[src/rtl/halt_seq_pkg.sv]
package halt_seq_pkg;
  typedef enum logic [1:0] {ST_RUN, ST_DRAIN, ST_HALT} seq_state_e;

  localparam int W_FETCH = 0;
  localparam int W_XCTL  = 1;
  localparam int W_FLUSH = 2;
  localparam int W_CYCLE = 3;
  localparam int W_HS    = 4;
  localparam int W_OFS   = 5;
  localparam int N_WAIT  = 6;
endpackage

[src/rtl/halt_need_decode.sv]
module halt_need_decode
  import halt_seq_pkg::*;
#(
  parameter int OFS_W = 5
) (
  input  logic              irq_scsi_i,
  input  logic              fetch_busy_i,
  input  logic              fetch_done_i,
  input  logic              bus_fault_i,
  input  logic              xctl_busy_i,
  input  logic              xctl_done_i,
  input  logic              dma_active_i,
  input  logic              dma_to_mem_i,
  input  logic              bus_cycle_busy_i,
  input  logic              hs_busy_i,
  input  logic [OFS_W-1:0]  ofs_cnt_i,
  input  logic              flush_done_i,
  output logic [N_WAIT-1:0] need_o,
  output logic [N_WAIT-1:0] done_o
);
  logic flush_case;

  always_comb begin
    flush_case      = dma_active_i & dma_to_mem_i & irq_scsi_i;
    need_o          = '0;
    done_o          = '0;
    need_o[W_FETCH] = fetch_busy_i;
    done_o[W_FETCH] = fetch_done_i | bus_fault_i;  // fault cuts the fetch short
    need_o[W_XCTL]  = xctl_busy_i;
    done_o[W_XCTL]  = xctl_done_i;
    need_o[W_FLUSH] = flush_case;
    done_o[W_FLUSH] = flush_done_i;
    need_o[W_CYCLE] = dma_active_i & bus_cycle_busy_i & ~flush_case;
    done_o[W_CYCLE] = ~bus_cycle_busy_i;
    need_o[W_HS]    = hs_busy_i;
    done_o[W_HS]    = ~hs_busy_i;
    need_o[W_OFS]   = |ofs_cnt_i;
    done_o[W_OFS]   = ~|ofs_cnt_i;
  end
endmodule

[src/rtl/halt_wait_slot.sv]
module halt_wait_slot (
  input  logic clk_i,
  input  logic rst_ni,
  input  logic capture_i,
  input  logic need_i,
  input  logic done_i,
  output logic pend_o
);
  logic pend_q, pend_d;

  always_comb begin
    if (capture_i) pend_d = need_i & ~done_i;
    else           pend_d = pend_q & ~done_i;
  end

  always_ff @(posedge clk_i or negedge rst_ni) begin
    if (!rst_ni) pend_q <= 1'b0;
    else         pend_q <= pend_d;
  end

  assign pend_o = pend_q;

  AST_SLOT_STICKY: assert property (@(posedge clk_i) disable iff (!rst_ni)
    pend_q && !done_i |=> pend_q);
endmodule

[src/rtl/halt_seq.sv]
module halt_seq
  import halt_seq_pkg::*;
#(
  parameter int OFS_W = 5
) (
  input  logic             clk_i,
  input  logic             rst_ni,
  input  logic             irq_req_i,
  input  logic             irq_scsi_i,
  input  logic             restart_i,
  input  logic             fetch_busy_i,
  input  logic             fetch_done_i,
  input  logic             bus_fault_i,
  input  logic             xctl_busy_i,
  input  logic             xctl_done_i,
  input  logic             xctl_phase_i,
  input  logic             dma_active_i,
  input  logic             dma_to_mem_i,
  input  logic             bus_cycle_busy_i,
  input  logic             hs_busy_i,
  input  logic [OFS_W-1:0] ofs_cnt_i,
  input  logic             flush_done_i,
  output logic             halt_ack_o,
  output logic             exec_hold_o,
  output logic             flush_req_o,
  output logic             fetch_abort_o,
  output logic             ptr_load_tgt_o
);
  seq_state_e        state_q, state_d;
  logic [N_WAIT-1:0] need, done, pend;
  logic              capture, wait_fetch, wait_xctl;
  logic              abort_q, ptr_q;

  assign capture = (state_q == ST_RUN) & irq_req_i;

  halt_need_decode #(.OFS_W(OFS_W)) u_decode (
    .irq_scsi_i       (irq_scsi_i),
    .fetch_busy_i     (fetch_busy_i),
    .fetch_done_i     (fetch_done_i),
    .bus_fault_i      (bus_fault_i),
    .xctl_busy_i      (xctl_busy_i),
    .xctl_done_i      (xctl_done_i),
    .dma_active_i     (dma_active_i),
    .dma_to_mem_i     (dma_to_mem_i),
    .bus_cycle_busy_i (bus_cycle_busy_i),
    .hs_busy_i        (hs_busy_i),
    .ofs_cnt_i        (ofs_cnt_i),
    .flush_done_i     (flush_done_i),
    .need_o           (need),
    .done_o           (done)
  );

  for (genvar g = 0; g < N_WAIT; g++) begin : g_slot
    halt_wait_slot u_slot (
      .clk_i     (clk_i),
      .rst_ni    (rst_ni),
      .capture_i (capture),
      .need_i    (need[g]),
      .done_i    (done[g]),
      .pend_o    (pend[g])
    );
  end

  // a slot is "being waited for" either at capture or while it is pending
  assign wait_fetch = capture ? need[W_FETCH] : pend[W_FETCH];
  assign wait_xctl  = capture ? need[W_XCTL]  : pend[W_XCTL];

  always_comb begin
    state_d = state_q;
    unique case (state_q)
      ST_RUN:   if (irq_req_i) state_d = ST_DRAIN;
      ST_DRAIN: if (pend == '0) state_d = ST_HALT;
      ST_HALT:  if (restart_i) state_d = ST_RUN;
      default:  state_d = ST_RUN;
    endcase
  end

  always_ff @(posedge clk_i or negedge rst_ni) begin
    if (!rst_ni) begin
      state_q <= ST_RUN;
      abort_q <= 1'b0;
      ptr_q   <= 1'b0;
    end else begin
      state_q <= state_d;
      abort_q <= wait_fetch & bus_fault_i;
      ptr_q   <= wait_xctl & xctl_done_i & xctl_phase_i;
    end
  end

  assign halt_ack_o     = (state_q == ST_HALT);
  assign exec_hold_o    = (state_q != ST_RUN);
  assign flush_req_o    = pend[W_FLUSH];
  assign fetch_abort_o  = abort_q;
  assign ptr_load_tgt_o = ptr_q;

  AST_ACK_HOLD: assert property (@(posedge clk_i) disable iff (!rst_ni)
    halt_ack_o && !restart_i |=> halt_ack_o);
  AST_ACK_AFTER_CLEAR: assert property (@(posedge clk_i) disable iff (!rst_ni)
    $rose(halt_ack_o) |-> $past(pend == '0));
  AST_FLUSH_BEFORE_ACK: assert property (@(posedge clk_i) disable iff (!rst_ni)
    flush_req_o |-> !halt_ack_o);
  AST_PTR_BEFORE_ACK: assert property (@(posedge clk_i) disable iff (!rst_ni)
    ptr_load_tgt_o |-> !halt_ack_o);
  AST_ABORT_PULSE: assert property (@(posedge clk_i) disable iff (!rst_ni)
    fetch_abort_o |=> !fetch_abort_o);
  AST_HOLD_FROM_REQ: assert property (@(posedge clk_i) disable iff (!rst_ni)
    !exec_hold_o && irq_req_i |=> exec_hold_o);
endmodule

[config.mk]
export PLATFORM = sky130hd
export DESIGN_NAME = halt_seq
export DESIGN_NICKNAME = d
export VERILOG_FILES = /design/src/rtl/halt_seq_pkg.sv /design/src/rtl/halt_need_decode.sv /design/src/rtl/halt_wait_slot.sv /design/src/rtl/halt_seq.sv
export SDC_FILE = /design/constraint.sdc
export NUM_CORES = 1
export LEC_CHECK = 0
export BUFFER_PORTS_ARGS = -buffer_cell sky130_fd_sc_hd__buf_2
export CORE_AREA = 2 2 39 41
export DETAILED_ROUTE_END_ITERATION = 7
export DIE_AREA = 0 0 41 43
export MAX_ROUTING_LAYER = met4
export SLEW_MARGIN = 25
export SYNTH_ARGS = -nofsm -noshare
export SYNTH_HDL_FRONTEND = slang
export SYNTH_SLANG_ARGS = --single-unit
[constraint.sdc]
create_clock -name clk_i -period 3.7 [get_ports clk_i]
set_clock_uncertainty 0.05 [all_clocks]
set_input_delay 0.37 -clock clk_i [delete_from_list [all_inputs] [get_ports clk_i]]
set_output_delay 0.37 -clock clk_i [all_outputs]
set_load 0.05 [all_outputs]
==> results.toml <==
[status]
outcome = "finished clean"

[sta]
clock.fmax_ghz = 0.6080
max-slew-margin-rel = 0.7401
setup_viol = 0
final_hold_viol_count = 0
min_period_over_period = 0.4445
tightest_slew_ns = 0.3894
final_max_slew_viol_count = 0
rsz0062_at_grt = "no"
setup_tns_ns = 0
min_period_ns = 1.645

[route]
drcViolationCount = 0
dr.first_iter.drc_count = 0
drt-vias-per-instance = 4.530
dr.pass1.iters = 1
wl_per_cell_um = 10.06
vias = 376
ant_nets = 0
routed_wl_um = 835

[clocking]
cts.sinks = 10
clk_latency_ns = 0.26
post_cts.repair.setup_buffers = 0
cts_resized = 0
clockRootBuffer = "clkbuf_4"
cts-buffers-inserted = 3
htree_levels = 1
cts_max_path_buffers = 2
clkTransAtPathRegs_ns = 0.06
cts_tree = "yes"

[critical_path]
cp-start-kind = "flip-flop"
endpoint_kind = "output port"
worstPathRequired_ns = 3.28
slowest_delay_ns = 0.45
crit_chain = "or2_2 > buf_2"
critPathMaxFanout = 6
critPathArrivalTime_ns = 1.22
path_buf_inv = 1
critical-path-top-delay-family = "flip-flops"
crit_slowest_cell = "dfrtp_1"
critPathKind = "reg2out"
reg2reg_slack_ns = 2.30

[synth]
synth_edf_count = 0
ys_ff_latch = 10
synthFlopType = "dfrtp_1"
ys.warnings.count = 0
syn_inst = 37
async_flop_share = 1.000
yosysSeqAreaShare = 0.5682
syn_area_um2 = 440.4
syn_nets = 58
synth_cell_types = 19
postSynthAreaPerCell_um2 = 11.90

[floorplanning]
pin_count = 26
initial_core_util = 0.3183
core_area_um2 = 1384
die_x_um = 41
dieArea_um2 = 1763
rows = 14
die_h_um = 43

[grt]
antenna_found_initial = 0
grt_max_degree = 11
grt_pass1_vias = 326
globalRouteOverflowTotal = 0
grt_pass1_wl_mm = 1.228
grt_usage = 0.1141

[power]
seqPwrFrac = 0.413
power-per-cell-area_nw_per_um2 = 584.4
p_clk_frac = 0.255
p_sw_uw = 127.1
switching_share = 0.3442
vdd_drop_max_uv = 205.8
p_leak_nw = 0.3167
pwr-share-comb = 0.332
totalPowerFinal_uw = 369.3
intPower_uw = 242.2

[flow_run]
drv_cap = 0

[placed_design]
dpl.hpwl_um = 664.1
gp_congestion = 0.6138
io_buffers = 25

[finish]
n_antenna_cell = 0
fillers = 132
nets = 89
drive_gt1_frac = 0.5075
areaGrowthSynthToFinish_pct = 43.47

[hold_path]
hold_class = "in2reg"
[cells in the mapped netlist, drive strengths merged (2+ instances only)]
cell   count  area [µm²]
nor2       3       11.26
nand4      2       12.51
nor3       2       20.02
nand2      3       11.26
dfrtp     10       250.2
mux2i      2       20.02
or4        2       18.77
nor2b      3       18.77
[worst reg2reg max path: cells and delay by family (launching register included)]
kind | cells | cell delay, ns
flip-flops | 1 | 0.45
AND/OR/NAND/NOR | 2 | 0.48
multiplexers | 1 | 0.32
[path summary, 6_finish.rpt]
| kind | start | endpoint | depth (start not counted) |
|---|---|---|---|
| setup / recovery | state_q[0] | exec_hold_o | 2 |
| min in group asynchronous | rst_ni | g_slot[3].u_slot.pend_o | 2 |
| hold reg to reg | g_slot[4].u_slot.pend_o | g_slot[4].u_slot.pend_o | 1 |
| hold / removal | flush_done_i | g_slot[2].u_slot.pend_o | 2 |
| max in group asynchronous | rst_ni | g_slot[1].u_slot.pend_o | 2 |
| setup reg to reg | state_q[0] | fetch_abort_o | 3 |
[cells in the final DEF, fill, tap and decap left out]
cell type	count
or2_2	1
buf_2	25
o21ai_0	1
dfrtp_1	10
dlygate4sd3_1	1
nor3_2	2
nand2_1	3
a211oi_1	1
nand2b_1	1
nand4_1	2
nor2b_1	3
or4_1	1
inv_1	1
clkbuf_8	1
or4_4	1
clkbuf_4	3
a22o_1	1
nor3b_4	1
o21a_1	1
a21oi_1	1
o22a_1	1
mux2i_1	2
nor2_1	3
[layout make-up]
cell class / count / area, µm² / area share
inverters: 1 / 3.754 / 0.005941
flip-flops and latches: 10 / 250.2 / 0.3960
clock buffers: 4 / 36.28 / 0.05743
well taps: 16 / 20.02 / 0.03168
multi-input cells: 26 / 186.4 / 0.2950
repair buffers: 26 / 135.1 / 0.2139
[per-layer routing]
metal | up-vias | share of wire | global-route usage
met5 | - | 0 | -
met4 | 0 | 0.017 | 0.08000
met3 | 2 | 0.049 | 0.03141
met2 | 13 | 0.50 | 0.1813
met1 | 167 | 0.43 | 0.1122
li1 | 194 | - | -
[registers in the layout, summed over array words and instances, names as in the netlist]
signal	flops
g_slot.u_slot.pend_o	6
state_q	2
fetch_abort_o	1
ptr_load_tgt_o	1
[power groups by stage]
stage,combinational (mW),sequential [mW],clock [mW]
floorplan,0.0852,0.159,0
CTS,0.125,0.153,0.0993
global placement,0.123,0.154,0
global route,0.133,0.155,0.108
detailed placement,0.124,0.155,0
finish,0.123,0.152,0.0941
[cell families after synthesis]
group,count (synthesis),share of synthesized area
simple gates,18,0.2813
mux,2,0.04546
compound gates,6,0.09659
buf+inv,1,0.008515
flops,10,0.5682
[through the flow]
stage | setup slack, ns | instances | utilization | area, µm² | hold WS, ns
global placement | 2.322 | 78 | 0.4231 | 585.6 | 0.1879
floorplan | 2.103 | 37 | - | 440.4 | 0.02441
CTS | 2.037 | 83 | 0.4566 | 631.9 | 0.1934
detailed placement | 2.276 | 78 | 0.4231 | 585.6 | 0.1907
global route | 1.985 | 83 | 0.4566 | 631.9 | 0.2035
finish | 2.055 | 83 | 0.4566 | 631.9 | 0.2074
[repair_timing]
action,in CTS,in global routing
endpoints found under the setup margin,0,0
hold endpoints to repair,10,0
hold buffers,1,0
Power figures use the tool's default switching activity.
